### src/rtl/dma_channel.sv
module dma_channel #(
  parameter logic [3:0] DEV_ID     = 4'hA,
  parameter int         FIFO_DEPTH = 16,
  parameter int         WIN_W      = 24,
  parameter int         CNT_W      = 24
) (
  input  logic        clk,
  input  logic        rst_n,
  input  logic        reg_wr,
  input  logic [1:0]  reg_idx,
  input  logic [31:0] reg_wdata,
  output logic [31:0] reg_rdata,
  input  logic        dev_in_valid,
  output logic        dev_in_ready,
  input  logic [31:0] dev_in_data,
  output logic        dev_out_valid,
  input  logic        dev_out_ready,
  output logic [31:0] dev_out_data,
  output logic        mem_req_valid,
  input  logic        mem_req_ready,
  output logic [31:0] mem_req_addr,
  output logic        mem_req_write,
  output logic [4:0]  mem_req_len,
  output logic [31:0] mem_wdata,
  input  logic [31:0] mem_rdata,
  output logic        irq
);

  localparam int AW = $clog2(FIFO_DEPTH);
  localparam logic [AW:0] FULL = (AW+1)'(FIFO_DEPTH);
  localparam logic [WIN_W:0] WIN = (WIN_W+1)'(1) << WIN_W;

  logic wr_ctl, wr_adr, wr_cnt, wr_tst;
  assign wr_ctl = reg_wr && reg_idx == 2'd0;
  assign wr_adr = reg_wr && reg_idx == 2'd1;
  assign wr_cnt = reg_wr && reg_idx == 2'd2;
  assign wr_tst = reg_wr && reg_idx == 2'd3;

  logic f_irq, f_err, f_tc, ie, dir, en, cnt_en, tc_quiet;
  logic [1:0] bsel;
  logic [31:0] addr_q, test_q;
  logic [CNT_W-1:0] cnt_q;
  logic edge_q;

  logic [31:0] fifo [FIFO_DEPTH];
  logic [AW-1:0] wp, rp;
  logic [AW:0] fcnt;

  logic in_burst;
  logic [4:0] left_q, blen_q;

  logic [4:0] bwords;
  always_comb begin
    case (bsel)
      2'b00:   bwords = 5'd4;
      2'b01:   bwords = 5'd8;
      2'b11:   bwords = 5'd16;
      default: bwords = 5'd1;
    endcase
  end

  logic [CNT_W:0] rem_words;
  logic [4:0] blen_next;
  logic [AW:0] space;
  logic room_ok, go;
  assign rem_words = ({1'b0, cnt_q} + (CNT_W+1)'(3)) >> 2;
  assign blen_next = (cnt_en && rem_words < (CNT_W+1)'(bwords)) ? rem_words[4:0] : bwords;
  assign space     = FULL - fcnt;
  assign room_ok   = dir ? (fcnt >= (AW+1)'(blen_next)) : (space >= (AW+1)'(blen_next));
  assign go        = en && !f_err && (!cnt_en || cnt_q != '0);

  logic [2:0] step;
  logic [WIN_W:0] nxt;
  logic over, due, fire, hit_err, flush, abort, last;
  assign step    = (cnt_en && cnt_q < CNT_W'(4)) ? cnt_q[2:0] : 3'd4;
  assign nxt     = {1'b0, addr_q[WIN_W-1:0]} + (WIN_W+1)'(step);
  assign over    = edge_q || nxt > WIN;
  assign due     = in_burst && en;
  assign mem_req_valid = due && !over;
  assign fire    = mem_req_valid && mem_req_ready;
  assign hit_err = due && over;
  assign flush   = wr_ctl && reg_wdata[5];
  assign abort   = flush || wr_adr || wr_cnt;
  assign last    = fire && cnt_en && cnt_q == CNT_W'(step);

  assign mem_req_addr  = addr_q;
  assign mem_req_write = dir;
  assign mem_req_len   = blen_q;

  logic push, pop;
  logic [31:0] pdata, head;
  assign dev_in_ready  = dir && fcnt != FULL;
  assign dev_out_valid = !dir && fcnt != '0;
  assign push  = dir ? (dev_in_valid && dev_in_ready) : fire;
  assign pop   = dir ? fire : (dev_out_valid && dev_out_ready);
  assign pdata = dir ? dev_in_data : mem_rdata;
  assign head  = fifo[rp];
  assign mem_wdata    = head;
  assign dev_out_data = head;

  always_ff @(posedge clk) begin
    if (push) fifo[wp] <= pdata;
  end

  always_ff @(posedge clk) begin
    if (!rst_n || flush) begin
      wp <= '0; rp <= '0; fcnt <= '0;
    end else begin
      if (push) wp <= wp + AW'(1);
      if (pop)  rp <= rp + AW'(1);
      fcnt <= fcnt + (AW+1)'(push) - (AW+1)'(pop);
    end
  end

  always_ff @(posedge clk) begin
    if (!rst_n) begin
      in_burst <= 1'b0; left_q <= '0; blen_q <= '0;
    end else if (abort || hit_err || !en) begin
      in_burst <= 1'b0;
    end else if (!in_burst) begin
      if (go && room_ok && blen_next != '0) begin
        in_burst <= 1'b1; left_q <= blen_next; blen_q <= blen_next;
      end
    end else if (fire) begin
      left_q <= left_q - 5'd1;
      if (left_q == 5'd1) in_burst <= 1'b0;
    end
  end

  always_ff @(posedge clk) begin
    if (!rst_n) begin
      addr_q <= '0; edge_q <= 1'b0; cnt_q <= '0; test_q <= '0;
    end else begin
      if (wr_adr) begin
        addr_q <= reg_wdata; edge_q <= 1'b0;
      end else if (fire) begin
        addr_q[WIN_W-1:0] <= nxt[WIN_W-1:0]; edge_q <= nxt[WIN_W];
      end
      if (wr_cnt) cnt_q <= reg_wdata[CNT_W-1:0];
      else if (fire && cnt_en) cnt_q <= cnt_q - CNT_W'(step);
      if (wr_tst) test_q <= reg_wdata;
    end
  end

  always_ff @(posedge clk) begin
    if (!rst_n) begin
      ie <= 1'b0; dir <= 1'b0; en <= 1'b0; cnt_en <= 1'b0; bsel <= 2'b00; tc_quiet <= 1'b0;
      f_irq <= 1'b0; f_err <= 1'b0; f_tc <= 1'b0;
    end else begin
      if (wr_ctl) begin
        ie <= reg_wdata[4]; dir <= reg_wdata[8]; en <= reg_wdata[9];
        cnt_en <= reg_wdata[13]; bsel <= reg_wdata[19:18]; tc_quiet <= reg_wdata[23];
      end
      f_tc  <= last | (f_tc & ~(wr_ctl & reg_wdata[14]));
      f_irq <= (last & ~tc_quiet) | (f_irq & ~(wr_ctl & reg_wdata[0]));
      f_err <= hit_err | (f_err & ~(wr_ctl & reg_wdata[1]));
    end
  end

  assign irq = ie & (f_irq | f_err);

  logic [31:0] csr;
  always_comb begin
    csr = '0;
    csr[31:28] = DEV_ID;
    csr[0] = f_irq;  csr[1] = f_err;  csr[4] = ie;
    csr[8] = dir;    csr[9] = en;     csr[13] = cnt_en;
    csr[14] = f_tc;  csr[19:18] = bsel; csr[23] = tc_quiet;
  end

  always_comb begin
    case (reg_idx)
      2'd0:    reg_rdata = csr;
      2'd1:    reg_rdata = addr_q;
      2'd2:    reg_rdata = 32'(cnt_q);
      default: reg_rdata = test_q;
    endcase
  end

  p_off_quiet_r3: assert property (@(posedge clk) disable iff (!rst_n)
    !en |-> !mem_req_valid);
  p_full_stall_r4: assert property (@(posedge clk) disable iff (!rst_n)
    fcnt == FULL |-> !dev_in_ready);
  p_cnt_step_r5: assert property (@(posedge clk) disable iff (!rst_n)
    fire && cnt_en && !wr_cnt |=> cnt_q == $past(cnt_q) - CNT_W'($past(step)));
  p_len_hold_r6: assert property (@(posedge clk) disable iff (!rst_n)
    in_burst |=> !in_burst || $stable(blen_q));
  p_tc_flag_r7: assert property (@(posedge clk) disable iff (!rst_n)
    last && !tc_quiet |=> f_irq && f_tc);
  p_window_r8: assert property (@(posedge clk) disable iff (!rst_n)
    fire && !wr_adr |=> addr_q[WIN_W-1:0] == '0 || addr_q[WIN_W-1:0] > $past(addr_q[WIN_W-1:0]));
  p_err_clear_r10: assert property (@(posedge clk) disable iff (!rst_n)
    wr_ctl && reg_wdata[1] && !hit_err |=> !f_err);
  p_flush_empty_r11: assert property (@(posedge clk) disable iff (!rst_n)
    flush |=> fcnt == '0);

endmodule

### config.mk
export PLATFORM = sky130hd
export DESIGN_NAME = dma_channel
export DESIGN_NICKNAME = d
export VERILOG_FILES = /design/src/rtl/dma_channel.sv
export SDC_FILE = /design/constraint.sdc
export NUM_CORES = 1
export LEC_CHECK = 0
export ABC_AREA = 1
export ABC_CLOCK_PERIOD_IN_PS = 13110
export BUFFER_PORTS_ARGS = -buffer_cell sky130_fd_sc_hd__buf_2
export CAP_MARGIN = 10
export CORE_UTILIZATION = 60
export DETAILED_ROUTE_END_ITERATION = 8
export MAX_ROUTING_LAYER = met4
export PLACE_DENSITY = 0.82
export SLEW_MARGIN = 10
export SYNTH_ARGS = -nofsm -noshare
export SYNTH_HDL_FRONTEND = slang
export SYNTH_SLANG_ARGS = --single-unit
### constraint.sdc
create_clock -name clk -period 13.11 [get_ports clk]
set_clock_uncertainty 0.2 [all_clocks]
set_input_delay 0 -clock clk [delete_from_list [all_inputs] [get_ports clk]]
set_output_delay 0 -clock clk [all_outputs]
set_load 0.05 [all_outputs]
==> impl_metrics.py, run 1 <==
metrics = {
    "outcome": {
        "status": "finished clean",
    },
    "clock_tree": {
        "clk_pin_slew_ns": 0.06,
        "cts.root.buffer_cell": "clkbuf_16",
        "cts_setup_buffers": 0,
        "cts_max_level": 3,
        "clock-sinks": 639,
        "cts_tree": "done",
        "cts_buffers": 66,
        "clk_path_buf_depth": 3,
        "clock_latency_ns": 0.60,
        "cts-resized-gates": 0,
    },
    "drt": {
        "first_iter_violations": 3520,
        "top_layer": "met4",
        "wl_met3_um": 9313,
        "finalWirelength_um": 88620,
        "ant_nets": 0,
        "drt_pass1_iterations": 8,
        "drt_drc_violations_left": 0,
        "route.layer.met1.wl_um": 35090,
        "met2_wirelength_um": 41240,
        "routed_via_density": 6.103,
        "routedWlPerCell_um": 22.79,
        "vias": 23730,
    },
    "global_route": {
        "grt.overflow.total": 0,
        "grt_max_degree": 208,
        "track_usage_pct": 35.68,
        "grt_pass1_vias": 22680,
        "grt_pass1_wl_um": 131700,
        "antenna_found_initial": 2,
    },
    "hold_path": {
        "hold_class": "in -> reg",
        "min_to": "fifo[3][24]",
        "worstHoldStart": "dev_in_data[24]",
        "hold_depth": 3,
    },
    "placed_design": {
        "dpl_worst_slack_ns": 6.968,
        "hpwlAfterDp_um": 55670,
        "dp.cells": 3684,
        "place.gp.congestion": 1.003,
        "portBuffers": 241,
    },
    "cells_and_area": {
        "instances_no_fill": 3889,
        "finalNetCount": 3314,
        "drive_gt1_share_pct": 12.41,
        "area_growth_pct": 14.97,
        "mostFrequentLayoutCell": "edfxtp_1",
        "n_fill_cell": 3472,
        "layout_common_cells": "edfxtp_1, nand2_1, inv_1",
    },
    "synthesis": {
        "synth_seq_cells": 639,
        "yosys_warnings": 0,
        "synth_cell_type_count": 45,
        "ys_seq_area_share_pct": 60.28,
        "synth_nets": 3088,
        "synthCells": 2949,
        "ys_async_sr_fraction_pct": 0,
        "netlist_area_sq_um": 29720,
        "ys.flop_type": "edfxtp_1",
        "avgSynthCellArea_sq_um": 10.08,
        "synth_edf_count": 512,
    },
    "critical_path": {
        "reg2reg_depth": 21,
        "rr_startpoint": "cnt_q[8]",
        "crit_arrival_ns": 6.35,
        "cp_max_fo": 32,
        "critPathCaptureType": "flip-flop",
        "start_kind": "flip-flop",
        "cp.required_ns": 13.11,
        "regToRegEndpoint": "fifo[13][23]",
        "regToRegSetupSlack_ns": 6.77,
        "path_class": "reg -> reg",
    },
    "die": {
        "die_w_um": 224.6,
        "die_y_um": 224.6,
        "ios": 242,
        "start_util_pct": 60.72,
        "fp.dieArea_sq_um": 50430,
        "rows": 81,
        "core_sq_um": 48950,
    },
    "pwr": {
        "ir_drop_uv": 143.2,
        "powerDensity_nw_per_um2": 160.0,
        "p_leak_nw": 12.85,
        "power_mw": 5.467,
    },
    "sta": {
        "worst_slack_ns": 6.767,
        "post-route-period-util_pct": 48.39,
        "tns_ns": 0,
        "tightest_slew_ns": 1.321,
        "worst_slew_margin_rel_pct": 11.70,
        "slew_viol_final": 0,
        "setup_viol": 0,
        "finalCriticalPeriod_ns": 6.343,
        "hold_viol_final": 0,
        "rsz0062_at_grt": "no",
        "fmax_ghz": 0.1576,
    },
    "flow_run": {
        "max_cap_viol_count": 0,
    },
}
==> layout make-up <==
cell class	count	area, sq um	area share, %
diodes	1	2.502	0.007323
clock buffers	87	1813	5.306
clock inverters	30	245.2	0.7177
inverters	322	1211	3.544
multi-input cells	1800	9868	28.88
flip-flops and latches	639	17930	52.47
well taps	664	830.8	2.431
repair buffers	346	2270	6.642
==> power breakdown <==
part           switching [mW]  internal, mW
Sequential             0.0701          2.23
Clock                   0.787          1.02
Combinational           0.971         0.385
==> repair_timing <==
action	4_1_cts	5_1_grt
hold buffers	84	0
setup endpoints to repair	0	0
hold endpoints to repair	408	0
==> cell families after synthesis <==
family | synth area share, %
buffers and inverters | 6.917
other | 0.01262
adder cells (fa/ha/maj) | 1.524
XOR/XNOR | 0.8841
multiplexers | 4.311
AO/OA/AOI/OAI | 13.49
AND/OR/NAND/NOR | 12.58
flip-flops | 60.28
==> registers in the layout, summed over array words and instances (netlist names), 2 cells and up, named ones only <==
signal / flops
bsel: 2
cnt_q: 24
fcnt: 5
fifo: 512
left_q: 5
mem_req_addr: 32
mem_req_len: 5
rp: 4
test_q: 32
wp: 4
==> cell usage after synthesis (2+ instances only) <==
cell type	n	area share, %
or2_2	2	0.042
buf_2	8	0.13
nand2_1	493	6.2
nor2_2	5	0.11
clkinv_1	4	0.051
mux2i_1	128	4.3
inv_1	315	4.0
and2_1	3	0.063
o21ai_1	2	0.034
nand3_1	142	2.4
edfxtp_1	512	52
o221ai_1	16	0.47
ha_1	33	1.4
nand4_1	15	0.32
xor2_1	25	0.74
o2111ai_1	2	0.059
fa_1	2	0.13
xnor2_1	5	0.15
a221oi_1	2	0.059
buf_4	33	0.83
o21bai_1	7	0.18
o22ai_1	13	0.27
a21oi_1	264	4.4
buf_1	20	0.25
clkbuf_1	126	1.6
nor2_1	204	2.6
nor2_4	4	0.15
o211ai_1	128	3.2
nor3_1	16	0.27
nor4_1	4	0.084
o31ai_1	2	0.051
o21bai_4	2	0.13
nand2_2	3	0.063
dfxtp_1	127	8.6
o21ai_0	264	4.4
inv_2	3	0.038
nand3b_1	7	0.18
==> per-layer routing <==
| metal | GRT usage, % | vias to the layer above |
|---|---|---|
| li1 | - | 10670 |
| met1 | 48.21 | 11310 |
| met2 | 54.43 | 1520 |
| met3 | 6.114 | 231 |
| met4 | 13.30 | 0 |
| met5 | - | - |
==> metrics by stage <==
step	util, %	hold slack [ns]	area, sq um
5_1_grt	69.81	0.03994	34170
6_report	69.81	0.01146	34170
3_3_place_gp	63.73	0.08841	31190
3_5_place_dp	63.73	0.1046	31190
4_1_cts	69.65	0.0002427	34090
2_1_floorplan	-	-0.06510	29720
==> critical path, cell delays in order, from the launching register on <==
cell and delay [ns]:
dfxtp_1 0.40, nor2_2 0.28, nand2_1 0.14, nor2_1 0.23, nand4_2 0.35, nor2_1 0.20
ha_1 0.33, fa_1 0.28, nand3_1 0.11, nand2_1 0.27, nand3_1 0.18, o21ai_0 0.27
nand2_1 0.10, nor2_1 0.11, nand3_1 0.11, nor2_1 0.11, nand2_1 0.08, nand2_1 0.13
nand4_4 0.33, o21bai_4 0.33, nand2_1 0.32, nor2_4 1.05
==> worst max-delay path by stage <==
stage,slack [ns],end,cells after the start,startpoint
after floorplan,7.78,fifo[0][0],23,cnt_q[8]
after global placement,7.21,fifo[6][7],21,cnt_q[8]
after detailed placement,6.97,fifo[6][15],21,cnt_q[8]
after CTS,6.95,fifo[6][14],21,cnt_q[8]
after global routing,6.37,fcnt[4],31,cnt_q[8]
final,6.77,fifo[13][23],21,cnt_q[8]
Note: power is estimated with default switching activity, not from simulation.
==> run 2: changes to the inputs <==
--- a/config.mk
+++ b/config.mk
@@ -5,8 +5,8 @@
 export SDC_FILE = /design/constraint.sdc
 export NUM_CORES = 1
 export LEC_CHECK = 0
-export ABC_AREA = 1
-export ABC_CLOCK_PERIOD_IN_PS = 13110
+export ABC_AREA = 0
+export ABC_CLOCK_PERIOD_IN_PS = 6300
 export BUFFER_PORTS_ARGS = -buffer_cell sky130_fd_sc_hd__buf_2
 export CAP_MARGIN = 10
 export CORE_UTILIZATION = 60
==> constraint.sdc (replaced) <==
create_clock -name clk -period 6.3 [get_ports clk]
set_clock_uncertainty 0.2 [all_clocks]
set_input_delay 0 -clock clk [delete_from_list [all_inputs] [get_ports clk]]
set_output_delay 0 -clock clk [all_outputs]
set_load 0.05 [all_outputs]
==> impl_metrics.py, run 2 <==
metrics = {
    "outcome": {
        "status": "finished clean",
    },
    "global_route": {
        "grt_pass1_wl_um": 114400,
        "antenna_found_initial": 0,
        "grt_pass1_vias": 18320,
        "track_usage_pct": 34.43,
        "grt_max_degree": 115,
        "grt.overflow.total": 0,
    },
    "sta": {
        "fmax_ghz": 0.1657,
        "setup_viol": 0,
        "worst_slew_margin_rel_pct": 22.02,
        "slew_viol_final": 0,
        "tightest_slew_ns": 1.170,
        "rsz0062_at_grt": "no",
        "post-route-period-util_pct": 95.80,
        "hold_slack_ns": 0.02600,
        "worst_slack_ns": 0.2649,
        "tns_ns": 0,
        "hold_viol_final": 0,
        "finalCriticalPeriod_ns": 6.035,
    },
    "drt": {
        "routedWlPerCell_um": 28.21,
        "routed_via_density": 6.560,
        "drt_drc_violations_left": 0,
        "vias": 18230,
        "first_iter_violations": 2097,
        "ant_nets": 0,
        "finalWirelength_um": 78370,
        "drt_pass1_iterations": 6,
    },
    "cells_and_area": {
        "finalNetCount": 2266,
        "antennaDiodeCount": 0,
        "layout_common_cells": "edfxtp_1, buf_2, mux4_2",
        "largest_reg_flops": 512,
        "n_fill_cell": 2732,
        "final_util_pct": 72.61,
        "top_register": "fifo",
        "area_growth_pct": 19.28,
        "drive_gt1_share_pct": 30.17,
        "mostFrequentLayoutCell": "edfxtp_1",
    },
    "pwr": {
        "internal_power_mw": 7.677,
        "powerDensity_nw_per_um2": 327.9,
        "ir_drop_uv": 337.2,
        "seqPwrFrac_pct": 43.6,
        "comb_power_share_pct": 21.5,
        "p_sw_mw": 3.151,
        "p_leak_nw": 11.24,
        "clockPowerShare_pct": 34.9,
        "swShare_pct": 29.10,
        "power_mw": 10.83,
    },
    "clock_tree": {
        "cts_tree": "done",
        "clock_latency_ns": 0.64,
        "cts_buffers": 61,
        "clk_path_buf_depth": 3,
        "cts.root.buffer_cell": "clkbuf_16",
        "clock-sinks": 639,
        "cts_max_level": 2,
        "clk_pin_slew_ns": 0.07,
    },
    "synthesis": {
        "synth_nets": 1924,
        "yosys_warnings": 0,
        "synth_seq_cells": 639,
        "ys.flop_type": "edfxtp_1",
        "ys_top_cells_by_area": "edfxtp_1, mux4_2, dfxtp_1, nand2_1, a21oi_1",
        "synth_edf_count": 512,
        "avgSynthCellArea_sq_um": 15.51,
        "ys_seq_area_share_pct": 64.71,
        "synth_most_common_cell": "edfxtp_1",
        "synthCells": 1785,
        "synth_cell_type_count": 72,
        "synth_top_cell_area_share_pct": 55.53,
        "netlist_area_sq_um": 27690,
        "synth_top_area_cell": "edfxtp_1",
        "ys_async_sr_fraction_pct": 0,
        "synthTopCellsByCount": "edfxtp_1, mux4_2, nand2_1",
    },
    "die": {
        "die_w_um": 216.8,
        "start_util_pct": 60.88,
        "die_y_um": 216.8,
        "rows": 78,
        "ios": 242,
        "core_sq_um": 45480,
        "fp.dieArea_sq_um": 47010,
    },
    "placed_design": {
        "place.gp.congestion": 0.9265,
        "portBuffers": 241,
        "hpwlAfterDp_um": 42400,
        "dpl_worst_slack_ns": 0.1213,
    },
    "critical_path": {
        "start_kind": "flip-flop",
        "slowest_delay_ns": 0.55,
        "cp.required_ns": 6.65,
        "crit_arrival_ns": 6.39,
        "path_depth": 27,
        "reg2reg_depth": 27,
        "worst-path-buf-inv": 4,
        "critPathCaptureType": "flip-flop",
        "cp_max_fo": 9,
        "critPathSlowestCell": "or4_4",
        "cp_common_cell": "nor2_1",
        "path_class": "reg -> reg",
        "regToRegSetupSlack_ns": 0.26,
        "cp_top_family": "simple AND/OR/NAND/NOR gates",
    },
    "hold_path": {
        "hold_class": "in -> reg",
        "hold_depth": 4,
    },
    "flow_run": {
        "max_cap_viol_count": 0,
    },
}
==> run 2: power by group through the flow <==
| stage | registers, mW | logic [mW] | clock network [mW] |
|---|---|---|---|
| after detailed placement | 4.81 | 2.18 | 0 |
| after global routing | 4.73 | 2.45 | 3.95 |
| after global placement | 4.81 | 2.13 | 0 |
| after floorplan | 4.77 | 1.81 | 0 |
| after CTS | 4.72 | 2.30 | 3.78 |
| final | 4.73 | 2.32 | 3.78 |
==> run 2: per-stage QoR <==
stage,cell area [sq um],std cells
floorplan,27710,1785
global placement,29530,2527
detailed placement,29530,2527
CTS,32890,2771
global route,33020,2778
finish,33020,2778
==> run 2: repair_timing <==
| action | CTS | global route |
|---|---|---|
| endpoints found under the hold margin | 636 | 0 |
| buffers inserted | 0 | 6 |
| setup endpoints to repair | 0 | 14 |
| hold buffers | 130 | 0 |
| gates resized for setup | 0 | 19 |
==> run 2: final cells by class <==
type | instances | area, sq um | area share, %
Timing Repair Buffer | 428 | 3027 | 9.165
Tap cell | 600 | 750.7 | 2.273
Sequential cell | 639 | 17930 | 54.30
Multi-Input combinational cell | 963 | 9136 | 27.67
Clock buffer | 73 | 1572 | 4.759
Clock inverter | 41 | 480.5 | 1.455
Inverter | 34 | 127.6 | 0.3864
==> run 2: routing by layer <==
metal / vias to the layer above / track usage, % / share of wire, %
li1: 7595 / - / -
met1: 9059 / 40.92 / 34
met2: 1304 / 58.45 / 52
met3: 267 / 4.948 / 9.0
met4: 0 / 15.89 / 4.9
met5: - / - / 0
==> run 2: cell families after synthesis <==
| logic type | count (synthesis) | share of synthesized area, % |
|---|---|---|
| muxes | 231 | 16.28 |
| and+or+nand+nor | 390 | 7.036 |
| adders and majority gates | 35 | 1.636 |
| xor gates and xnor gates | 60 | 1.898 |
| other | 1 | 0.01354 |
| DFF | 639 | 64.71 |
| buffers and inverters | 183 | 3.055 |
| AOI/OAI and AO/OA | 246 | 5.369 |
==> run 2: path summary, 6_finish.rpt <==
| check | startpoint | endpoint |
|---|---|---|
| worst max-delay path | cnt_q[14] | fcnt[4] |
| worst min register to register | test_q[4] | test_q[4] |
| worst max register to register | cnt_q[14] | fcnt[4] |
| worst min-delay path | reg_wdata[2] | test_q[2] |
==> run 2: tightest hold or removal path, cell delays in order <==
cell	delay, ns
dlygate4sd3_1	0.53
buf_2	0.17
nand2_1	0.07
a21oi_1	0.05
